`config.mk`:
```
export PLATFORM = sky130hd
export DESIGN_NAME = ptc_gen
export DESIGN_NICKNAME = d
export VERILOG_FILES = /design/src/rtl/ptc_pkg.sv /design/src/rtl/ptc_step_dec.sv /design/src/rtl/ptc_restart_sel.sv /design/src/rtl/ptc_count_core.sv /design/src/rtl/ptc_gen.sv
export SDC_FILE = /design/constraint.sdc
export NUM_CORES = 1
export LEC_CHECK = 0
export BUFFER_PORTS_ARGS = -buffer_cell sky130_fd_sc_hd__buf_4
export CORE_UTILIZATION = 55
export DETAILED_ROUTE_END_ITERATION = 10
export PLACE_DENSITY = 0.77
export SLEW_MARGIN = 20
export SYNTH_ARGS = -nofsm -noshare
export SYNTH_HDL_FRONTEND = slang
export SYNTH_SLANG_ARGS = --single-unit
```
`constraint.sdc`:
```
create_clock -name clk -period 4.9 [get_ports clk]
set_input_delay 0.245 -clock clk [delete_from_list [all_inputs] [get_ports clk]]
set_output_delay 0.245 -clock clk [all_outputs]
set_load 0.05 [all_outputs]
```
`src/rtl/ptc_pkg.sv`:
```
package ptc_pkg;

    typedef enum logic [1:0] {
        SRC_ADC  = 2'b00,
        SRC_SCAN = 2'b01,
        SRC_LINE = 2'b10,
        SRC_RSVD = 2'b11
    } src_mode_e;

    // Counter modes are the only ones that drive the ramp.
    function automatic logic is_ramp_mode(src_mode_e m);
        return (m == SRC_SCAN) || (m == SRC_LINE);
    endfunction

endpackage

```
`src/rtl/ptc_step_dec.sv`:
```
module ptc_step_dec #(
    parameter int CNT_W          = 16,
    parameter int STEP_W         = 2,
    parameter int SHIFT_PER_CODE = 2
) (
    input  logic [STEP_W-1:0] step_code,
    output logic [CNT_W-1:0]  step_amt
);
    localparam int NCODES = 1 << STEP_W;

    logic [CNT_W-1:0] amt_lut [NCODES];

    // Each code scales by 2^(SHIFT_PER_CODE*code); the top code is reserved
    // and falls back to a unit step.
    for (genvar c = 0; c < NCODES; c++) begin : g_code
        if (c == NCODES - 1) begin : g_rsvd
            assign amt_lut[c] = CNT_W'(1);
        end else begin : g_pow
            assign amt_lut[c] = CNT_W'(1) << (c * SHIFT_PER_CODE);
        end
    end

    assign step_amt = amt_lut[step_code];

endmodule

```
`src/rtl/ptc_restart_sel.sv`:
```
module ptc_restart_sel
    import ptc_pkg::*;
(
    input  logic [1:0] src_mode,
    input  logic       scan_start,
    input  logic       line_start,
    output logic       ramp_active,
    output logic       restart
);
    src_mode_e mode_e;

    always_comb begin
        mode_e      = src_mode_e'(src_mode);
        ramp_active = is_ramp_mode(mode_e);
        unique case (mode_e)
            SRC_SCAN: restart = scan_start;
            SRC_LINE: restart = scan_start | line_start;
            default:  restart = 1'b0;
        endcase
    end

    // in per-scan mode a line pulse alone never restarts the ramp.
    always_comb begin
        if (mode_e == SRC_SCAN && !scan_start) begin
            p_line_ignored_r5: assert (!restart)
                else $error("line pulse restarted ramp in per-scan mode");
        end
    end

endmodule

```
`src/rtl/ptc_count_core.sv`:
```
module ptc_count_core #(
    parameter int CNT_W = 16
) (
    input  logic             clk,
    input  logic             rst_n,
    input  logic             pix_strobe,
    input  logic             ramp_active,
    input  logic             restart,
    input  logic [CNT_W-1:0] step_amt,
    output logic [CNT_W-1:0] value_q,
    output logic             valid_q
);
    typedef struct packed {
        logic [CNT_W-1:0] count;   // value the next pixel will take
        logic [CNT_W-1:0] value;   // value shown for the last pixel
        logic             valid;
    } core_state_t;

    core_state_t st_d, st_q;
    logic [CNT_W-1:0] pix_val;

    always_comb begin
        st_d       = st_q;
        st_d.valid = 1'b0;
        pix_val    = restart ? '0 : st_q.count;
        if (!ramp_active) begin
            st_d.count = '0;
            st_d.value = '0;
        end else if (pix_strobe) begin
            st_d.value = pix_val;
            st_d.count = pix_val + step_amt;   // wraps modulo 2^CNT_W
            st_d.valid = 1'b1;
        end else if (restart) begin
            st_d.count = '0;
        end
    end

    always_ff @(posedge clk or negedge rst_n) begin
        if (!rst_n) begin
            st_q <= '0;
        end else begin
            st_q <= st_d;
        end
    end

    assign value_q = st_q.value;
    assign valid_q = st_q.valid;

    p_step_r3: assert property (@(posedge clk) disable iff (!rst_n)
        (ramp_active && pix_strobe && !restart)
        |=> (st_q.count == CNT_W'($past(st_q.count) + $past(step_amt))));

    p_restart_zero_r7: assert property (@(posedge clk) disable iff (!rst_n)
        (ramp_active && pix_strobe && restart) |=> (value_q == '0));

    p_clear_r9: assert property (@(posedge clk) disable iff (!rst_n)
        !ramp_active |=> (st_q.count == '0 && value_q == '0 && !valid_q));

    p_hold_r10: assert property (@(posedge clk) disable iff (!rst_n)
        (ramp_active && !pix_strobe) |=> ($stable(value_q) && !valid_q));

endmodule

```
`src/rtl/ptc_gen.sv`:
```
module ptc_gen #(
    parameter int CNT_W          = 16,
    parameter int STEP_W         = 2,
    parameter int SHIFT_PER_CODE = 2
) (
    input  logic              clk,
    input  logic              rst_n,
    input  logic              pix_strobe,
    input  logic              scan_start,
    input  logic              line_start,
    input  logic [1:0]        src_mode,
    input  logic [STEP_W-1:0] step_code,
    output logic [CNT_W-1:0]  tc_value,
    output logic              tc_valid,
    output logic              tc_sel
);
    logic             ramp_active;
    logic             restart;
    logic [CNT_W-1:0] step_amt;
    logic             sel_d, sel_q;

    ptc_step_dec #(
        .CNT_W         (CNT_W),
        .STEP_W        (STEP_W),
        .SHIFT_PER_CODE(SHIFT_PER_CODE)
    ) u_step (
        .step_code(step_code),
        .step_amt (step_amt)
    );

    ptc_restart_sel u_restart (
        .src_mode   (src_mode),
        .scan_start (scan_start),
        .line_start (line_start),
        .ramp_active(ramp_active),
        .restart    (restart)
    );

    ptc_count_core #(
        .CNT_W(CNT_W)
    ) u_core (
        .clk        (clk),
        .rst_n      (rst_n),
        .pix_strobe (pix_strobe),
        .ramp_active(ramp_active),
        .restart    (restart),
        .step_amt   (step_amt),
        .value_q    (tc_value),
        .valid_q    (tc_valid)
    );

    always_comb begin
        sel_d = ramp_active;
    end

    always_ff @(posedge clk or negedge rst_n) begin
        if (!rst_n) begin
            sel_q <= 1'b0;
        end else begin
            sel_q <= sel_d;
        end
    end

    assign tc_sel = sel_q;

    p_sel_r2: assert property (@(posedge clk) disable iff (!rst_n)
        1'b1 |=> (tc_sel == ($past(src_mode) == 2'b01 || $past(src_mode) == 2'b10)));

endmodule

```
==> results of run 1 <==
[worst paths after layout]
| path | end | slack (ps) | depth (start not counted) | start |
|---|---|---|---|---|
| setup / recovery | u_core.st_q[27] | 1930 | 12 | src_mode[0] |
| max in group asynchronous | u_core.st_q[29] | 4200 | 2 | rst_n |
| setup reg to reg | u_core.st_q[28] | 2790 | 6 | u_core.st_q[19] |
| min in group asynchronous | u_core.st_q[32] | 390 | 2 | rst_n |
| hold / removal | u_core.st_q[17] | 380 | 3 | pix_strobe |
| hold reg to reg | u_core.value_q[7] | 540 | 2 | u_core.value_q[7] |
[per-stage QoR]
step                      hold slack (ps)  utilization [%]  power [W]  setup WS [ps]
final                                 377             63.1   0.000533           1930
after global routing                  373             63.1   0.000561           1720
after CTS                             351             63.1   0.000539           1960
after detailed placement              213             61.0   0.000378           1610
after global placement                207             61.0   0.000375           1710
after floorplan                     -50.6                -   0.000355           2210
[sequential cells by signal, summed over array words and instances, names as in the netlist]
signal	count
u_core.valid_q	1
tc_sel	1
u_core.value_q	16
u_core.st_q	16
[power breakdown]
group	switching, W	total [W]	internal [W]	leakage, nW
combinational	0.0000559	0.0000826	0.0000267	0.460
sequential	0.00000465	0.000291	0.000286	0.469
clock	0.0000897	0.000159	0.0000695	0.0353
[placed cells by master, fill, tap and decap left out, types with 2 or more instances in the layout]
cell type	synthesis	final
nand2b_1	14	14
a21oi_1	25	25
nand4b_1	3	3
nand3_1	17	17
buf_4	17	27
inv_1	7	7
or3_1	2	2
nor2_1	8	8
a211oi_1	2	2
and4_4	2	2
nor3_1	2	2
xnor2_1	2	2
mux2_1	2	2
nand2_1	7	7
o21ai_0	3	3
dfrtp_1	34	34
a21o_1	2	2
and2_1	4	4
or4_1	2	2
a41o_1	2	2
clkbuf_4	0	5
ha_1	8	8
a31oi_1	5	5
o31ai_1	2	2
nor2b_1	4	4
nand3b_1	3	3
nand4_1	3	3
and3_1	3	3
[layer usage]
metal,part of all wire [%],track usage [%]
met5,0,0
met4,2.7,12.8
met3,5.2,4.96
met2,46,36.4
met1,46,30.3
[cell families (layout without fill, tap and decap cells)]
logic type | after synthesis | count (layout) | synth area share [%]
AND/OR/NAND/NOR | 77 | 77 | 22.6
AO/OA/AOI/OAI | 51 | 51 | 16.9
flip-flops | 34 | 34 | 42.7
buffers and inverters | 34 | 43 | 9.85
adder cells (fa/ha/maj) | 8 | 8 | 5.02
XOR/XNOR | 3 | 3 | 1.32
multiplexers | 3 | 3 | 1.63
[layout make-up]
class	count	area, um2
Fill cell	311	1260
Inverter	7	26.3
Tap cell	46	57.6
Timing Repair Buffer	28	213
Clock inverter	1	5.00
Clock buffer	7	55.1
Sequential cell	34	851
Multi-Input combinational cell	142	947
[what timing repair did]
| action | 4_1_cts | 5_1_grt |
|---|---|---|
| hold endpoints to repair | 34 | 0 |
| hold buffers | 1 | 0 |
| gates resized for setup | 0 | 0 |
[tightest hold or removal path, stage by stage]
cell and delay [ps]:
buf_4 240, nand2_1 120, a21oi_1 50
==> results.ini, run 1 <==
[grt]
grt_max_degree=50
grt_pass1_wl_mm=7.12
grt_pass1_vias=1583
grt_use_total_pct=23.3
gr-total-overflow=0
antenna_found_initial=0

[place]
port_buffers=26
routabilityCongestion=0.820
dpl.hpwl_mm=2.71
post_dp_cell_area_um2=2080
placed_cells=256

[synthesis]
ys_seq_elements=34
synth_edf_count=0
syn_inst=210
yosysSeqAreaShare_pct=42.7
synth_cell_type_count=45
synth_top_area_share_pct=42.7
synth.area.top_cells=dfrtp_1 43%, buf_4 6.4%, a21oi_1 6.3%
synth_top_area_cell=dfrtp_1
avgSynthCellArea_um2=9.50
synthMostInstantiatedCell=dfrtp_1
synthesis.area_um2=1990
synth_commonest_cells=34 x dfrtp_1, 25 x a21oi_1, 17 x buf_4, 17 x nand3_1, 14 x nand2b_1
synth_fp_nets=227
ys.flop_type=dfrtp_1
synth_warnings=0
async_flop_share_pct=100

[clock_network]
cts_max_level=2
clkTransAtPathRegs_ps=110
cts_num_sinks=34
numCtsBuffers=5
insertion_delay_ps=330
cts_root_buf=clkbuf_4
cts_tree=built
cts_setup_buffers=0
cts_buffer_depth=2

[sta]
finClkSkew_ps=9.96
min_period_ps=2970
slew_viol_final=0
clock.fmax_ghz=0.336
setup-violations-final=0
rsz0062_at_grt=false
slew_headroom_pct=45.0
hold_violations=0
finalCritPeriodShare_pct=60.7
tightest_slew_ps=825
finalSetupTns_ps=0

[pwr]
pwr_density_cell_nw_per_um2=247
ir_drop_mv=0.130
p_leak_nw=0.964

[drt]
drt-vias-per-instance=5.85
antenna_left=0
dr.pass1.iters=5
drt_iter0_markers=106
wirelength_mm=4.01
wl_per_cell_um=15.1
drc_errors=0
vias=1549

[layout]
drive_gt1_share_pct=20.1
final_area_um2=2150
areaGrowthSynthToFinish_pct=8.03
final_cells=265
num-nets-final=235
n_antenna_cell=0

[worst_setup_path]
critPathMaxFanout=31
crit_required_ps=5150
cp_cell_sequence=buf_4 > inv_1 > ha_1 > a21o_1 > buf_4 > and2_1 > ha_1 > ha_1 > a21o_2 > a31oi_4 > or4_1 > a21oi_1
arrival_ps=3220
cp_slowest_cell=ha_1
end_kind=register
crit_top_cell=ha_1
cp-start-kind=input pin
path_buf_inv=3
critPathKind=input pin to register
path_delay_family=adder cells
slowest_delay_ps=810

[floorplan]
die_x_um=62.2
die_h_um=62.2
core_um2=3420
io_pins=27
design.die.area_um2=3870
row_count=21
initial_utilization_pct=58.4

[min_path]
hold_path.class=input pin to register

[flow_run]
maxCapViolCount=0

[status]
status=finished clean

Power figures use the tool's default switching activity.
==> run 2, diff against run 1 <==
==> constraint.sdc (replaced) <==
create_clock -name clk -period 2.93 [get_ports clk]
set_input_delay 0.1465 -clock clk [delete_from_list [all_inputs] [get_ports clk]]
set_output_delay 0.1465 -clock clk [all_outputs]
set_load 0.05 [all_outputs]
==> results.ini, run 2 (synthesis results as in run 1) <==
[layout]
fill_cells=305
drive_gt1_share_pct=20.9
n_antenna_cell=0
final_core_util_pct=63.2
num-nets-final=237
areaGrowthSynthToFinish_pct=8.16
final_common_cell=dfrtp_1
final_area_um2=2160
final_cell_mix=34 x dfrtp_1, 29 x buf_4, 25 x a21oi_1, 17 x nand3_1, 14 x nand2b_1

[grt]
gr-total-overflow=0
grt_max_degree=50
grt_use_total_pct=22.9
antenna_found_initial=0
grt_pass1_wl_mm=7.02
grt_pass1_vias=1530

[sta]
tightest_slew_ps=425
slew_viol_final=0
min_period_ps=2390
setup_ws_ps=535
finClkSkew_ps=8.91
clock.fmax_ghz=0.418
finalCritPeriodShare_pct=81.7
finalSetupTns_ps=0
slew_headroom_pct=71.7
setup-violations-final=0
rsz0062_at_grt=false
hold_violations=0

[drt]
drt_iter0_markers=115
wirelength_mm=3.93
drc_errors=0
wl_per_cell_um=14.8
drt-vias-per-instance=5.98
vias=1591
dr.pass1.iters=4
antenna_left=0

[floorplan]
io_pins=27
core_um2=3420
die_x_um=62.2
die_h_um=62.2
row_count=21
initial_utilization_pct=58.4
design.die.area_um2=3870

[worst_setup_path]
critPathMaxFanout=11
reg2reg_depth=6
end_kind=register
reg2reg_from=u_core.st_q[19]
crit_end=u_core.st_q[28]
startpoint=src_mode[0]
arrival_ps=2610
r2r_end=u_core.st_q[28]
crit_required_ps=3140
critPathKind=input pin to register
reg2reg_setup_slack_ps=800
cp-start-kind=input pin

[clock_network]
clkTransAtPathRegs_ps=100
cts_max_level=2
cts_setup_buffers=0
numCtsBuffers=5
cts_buffer_depth=2
cts_num_sinks=34
insertion_delay_ps=340
cts_root_buf=clkbuf_4
cts_tree=built

[pwr]
p_switching_w=0.000251
p_leak_nw=0.969
seqPwrFrac_pct=56.4
power.internal_w=0.000612
pwr-share-clk_pct=27.3
pwr_density_cell_nw_per_um2=400
ir_drop_mv=0.198
switching_share_pct=29.1
combPwrFrac_pct=16.3

[flow_run]
maxCapViolCount=0

[min_path]
hold_path.class=input pin to register

[place]
post_dp_cell_area_um2=2100
dpl.hpwl_mm=2.80
port_buffers=26
routabilityCongestion=0.846
pre_cts_slack_ps=205

[status]
status=finished clean

## run 2: cell types whose count changed in the layout (fill, tap and decap cells not counted), sizes merged
cell and change:
buf +2, clkbuf -2, clkinv +1
## run 2: cell type report
cell class / count / area [um2] / area share (%)
clock buffers: 5 / 37.5 / 1.74
clock inverters: 2 / 10.0 / 0.464
inverters: 7 / 26.3 / 1.22
multi-input cells: 142 / 947 / 43.9
flip-flops and latches: 34 / 851 / 39.4
well taps: 46 / 57.6 / 2.67
repair buffers: 30 / 228 / 10.6
## run 2: what timing repair did
item | CTS | global route
endpoints found under the hold margin | 34 | 0
hold buffers | 1 | 0
resized for setup | 0 | 0
## run 2: metrics by stage
stage / hold slack, ps / cells / total power (W)
finish: 258 / 266 / 0.000864
global route: 295 / 266 / 0.000912
CTS: 252 / 266 / 0.000870
detailed placement: 114 / 258 / 0.000637
global placement: 109 / 258 / 0.000631
floorplan: -149 / 210 / 0.000593
## run 2: how the worst min path moves through the flow
stage / from / end / slack, ps / cells past startpoint
final: pix_strobe / u_core.st_q[18] / 260 / 3
after CTS: pix_strobe / u_core.st_q[18] / 250 / 3
after global placement: rst_n / u_core.value_q[1] / 110 / 1
after global routing: pix_strobe / u_core.st_q[17] / 290 / 3
after detailed placement: rst_n / u_core.value_q[1] / 110 / 1
after floorplan: rst_n / tc_sel / -150 / 0
## run 2: power groups by stage
stage / Clock [W] / Combinational (W) / Sequential (W)
final: 0.000236 / 0.000141 / 0.000487
after detailed placement: 0 / 0.000141 / 0.000496
after CTS: 0.000241 / 0.000142 / 0.000487
after floorplan: 0 / 0.0000910 / 0.000502
after global placement: 0 / 0.000136 / 0.000495
after global routing: 0.000267 / 0.000156 / 0.000488
## run 2: worst max-delay path, stage by stage
cell and delay (ps):
buf_4 90, inv_1 30, ha_1 220, o21ai_1 240, a21o_1 330, and2_1 180, ha_1 290, a311oi_1 390
nor2_1 210, nand4b_1 140, mux2_1 340
## run 2: layer usage
layer | vias to the layer above | part of all wire (%) | GRT usage (%)
met1 | 767 | 45 | 31.8
met2 | 56 | 46 | 33.9
met4 | 0 | 2.5 | 10.8
met3 | 13 | 6.1 | 5.33
li1 | 755 | - | -
met5 | - | 0 | 0
==> run 3, diff against run 2 <==
--- a/config.mk
+++ b/config.mk
@@ -5,10 +5,11 @@
 export SDC_FILE = /design/constraint.sdc
 export NUM_CORES = 1
 export LEC_CHECK = 0
+export ABC_AREA = 1
 export BUFFER_PORTS_ARGS = -buffer_cell sky130_fd_sc_hd__buf_4
-export CORE_UTILIZATION = 55
+export CORE_UTILIZATION = 51
 export DETAILED_ROUTE_END_ITERATION = 10
-export PLACE_DENSITY = 0.77
+export PLACE_DENSITY = 0.75
 export SLEW_MARGIN = 20
 export SYNTH_ARGS = -nofsm -noshare
 export SYNTH_HDL_FRONTEND = slang
==> constraint.sdc (replaced) <==
create_clock -name clk -period 2.1 [get_ports clk]
set_input_delay 0.105 -clock clk [delete_from_list [all_inputs] [get_ports clk]]
set_output_delay 0.105 -clock clk [all_outputs]
set_load 0.05 [all_outputs]
==> results.ini, run 3 <==
[status]
status=finished clean

[pwr]
p_leak_nw=1.12
seqPwrFrac_pct=46.3
ir_drop_mv=0.322
power.internal_w=0.00109
pwr_density_cell_nw_per_um2=648
pwr-share-clk_pct=40.3
power.total_w=0.00145
switching_share_pct=24.9
combPwrFrac_pct=13.4
p_switching_w=0.000362

[sta]
min_period_ps=1880
setup_ws_ps=218
slew_viol_final=0
rsz0062_at_grt=false
hold_violations=0
finClkSkew_ps=1.98
setup-violations-final=0
tightest_slew_ps=449
finalCritPeriodShare_pct=89.6
clock.fmax_ghz=0.531
slew_headroom_pct=70.1

[drt]
drt-vias-per-instance=5.06
wirelength_mm=3.67
drc_errors=0
antenna_left=0
dr.pass1.iters=4
wl_per_cell_um=12.1
drt_iter0_markers=103
vias=1528

[worst_setup_path]
startpoint=src_mode[0]
crit_end=u_core.st_q[29]
path_buf_inv=3
critPathMaxFanout=4
reg2reg_setup_slack_ps=290
cp_cell_sequence=buf_4 > inv_1 > ha_4 > nor2_2 > nand2_4 > nand2_1 > inv_1 > ha_1 > ha_2 > a21oi_2 > nor2_2 > nand2_1 > nand2_2 > nand2_2 > nor2_4 > a21boi_0 > nor2_1
cp-start-kind=input pin
worst-path-stages=17
critPathKind=input pin to register
slowest_delay_ps=220
arrival_ps=2060
reg2reg_depth=12
path_delay_family=simple AND/OR/NAND/NOR gates
reg2reg_from=u_core.st_q[17]
crit_required_ps=2270
r2r_end=u_core.st_q[29]
cp_slowest_cell=ha_1
end_kind=register

[place]
routabilityCongestion=0.902
port_buffers=26
dpl.hpwl_mm=2.74
pre_cts_slack_ps=-136

[clock_network]
cts_setup_buffers=0
clkTransAtPathRegs_ps=70
cts_max_level=2
cts_num_sinks=34
cts_buffer_depth=2
cts_root_buf=clkbuf_8
cts_tree=built
numCtsBuffers=5
insertion_delay_ps=280

[synthesis]
ys.flop_type=dfrtp_1
avgSynthCellArea_um2=8.28
synth_cell_type_count=24
async_flop_share_pct=100
synth_top_area_cell=dfrtp_1
synth_fp_nets=250
synth_edf_count=0
synthMostInstantiatedCell=nand2_1
synth_top_area_share_pct=44.1
synth_commonest_cells=39 x nand2_1, 34 x dfrtp_1, 28 x inv_1
synth_warnings=0
synthesis.area_um2=1930
synth.area.top_cells=dfrtp_1 44%, nand2_1 7.6%, o21ai_0 6.7%
syn_inst=233
ys_seq_elements=34
yosysSeqAreaShare_pct=44.1

[grt]
grt_max_degree=35
antenna_found_initial=0
grt_use_total_pct=21.2
grt_pass1_wl_mm=6.58
grt_pass1_vias=1420
gr-total-overflow=0

[layout]
areaGrowthSynthToFinish_pct=16.1
final_core_util_pct=64.6
multiInputGateArea_um2=817
regArea_um2=851
n_antenna_cell=0
final_cell_mix=39 x nand2_1, 36 x buf_4, 34 x dfrtp_1, 28 x inv_1, 26 x o21ai_0
drive_gt1_share_pct=25.0
num-nets-final=272
fill_cells=323
final_common_cell=nand2_1

[floorplan]
die_h_um=63.5
design.die.area_um2=4030
row_count=21
io_pins=27
initial_utilization_pct=55.6
die_x_um=63.5
core_um2=3470

[min_path]
hold_path.class=input pin to register

[flow_run]
maxCapViolCount=0

==> run 3: worst min path at each step <==
stage,to,startpoint,cells after the start,slack (ps)
after detailed placement,u_core.value_q[0],rst_n,1,70
after global routing,u_core.st_q[20],pix_strobe,3,140
after global placement,u_core.value_q[1],rst_n,1,80
final,u_core.st_q[20],pix_strobe,3,140
after CTS,u_core.st_q[20],pix_strobe,3,130
after floorplan,tc_sel,rst_n,0,-190
==> run 3: worst min-delay path, cell delays in order <==
cell and delay [ps]:
buf_4 130, nand2_1 90, a21oi_1 60
==> run 3: cells by family after synthesis <==
logic type               after synthesis  synth area share [%]
adder cells (fa/ha/maj)                8                  5.19
flip-flops                            34                  44.1
AND/OR/NAND/NOR                      102                  26.2
AO/OA/AOI/OAI                         36                  9.53
buffers and inverters                 52                  14.5
XOR/XNOR                               1                 0.454
==> run 3: stage by stage <==
step | cell area (um2) | hold slack (ps) | cells | TNS [ps]
global route | 2240 | 141 | 302 | 0
global placement | 2120 | 75.3 | 293 | -212
floorplan | 1950 | -191 | 233 | 0
detailed placement | 2120 | 74.2 | 293 | -408
CTS | 2240 | 134 | 302 | 0
finish | 2240 | 141 | 302 | 0
==> run 3: power groups by stage <==
stage	sequential, W	combinational [W]	clock (W)
final	0.000672	0.000195	0.000586
after floorplan	0.000696	0.000112	0
after global placement	0.000685	0.000192	0
after global routing	0.000673	0.000218	0.000627
after detailed placement	0.000684	0.000195	0
after CTS	0.000672	0.000197	0.000594
==> run 3: area by class of cell <==
class	count	share of cell area (%)
sequential	34	38.0
tap	46	2.57
inverter	29	4.86
clock buffer	7	3.41
clock inverter	1	1.34
multi-input combinational	147	36.5
timing repair buffer	38	13.4
==> run 3: metal layers <==
layer	wire, um	vias up	track usage [%]	part of all wire, %
li1	-	776	-	-
met1	1880	706	30.2	51
met2	1560	40	31.3	43
met3	169	6	4.89	4.6
met4	55	0	7.67	1.5
met5	0	-	0	0
==> run 3: timing repair <==
action                                  in CTS  in global routing
endpoints found under the setup margin       0                  2
gates resized for setup                      0                  1
hold endpoints to repair                    34                  0
hold buffers                                 1                  0
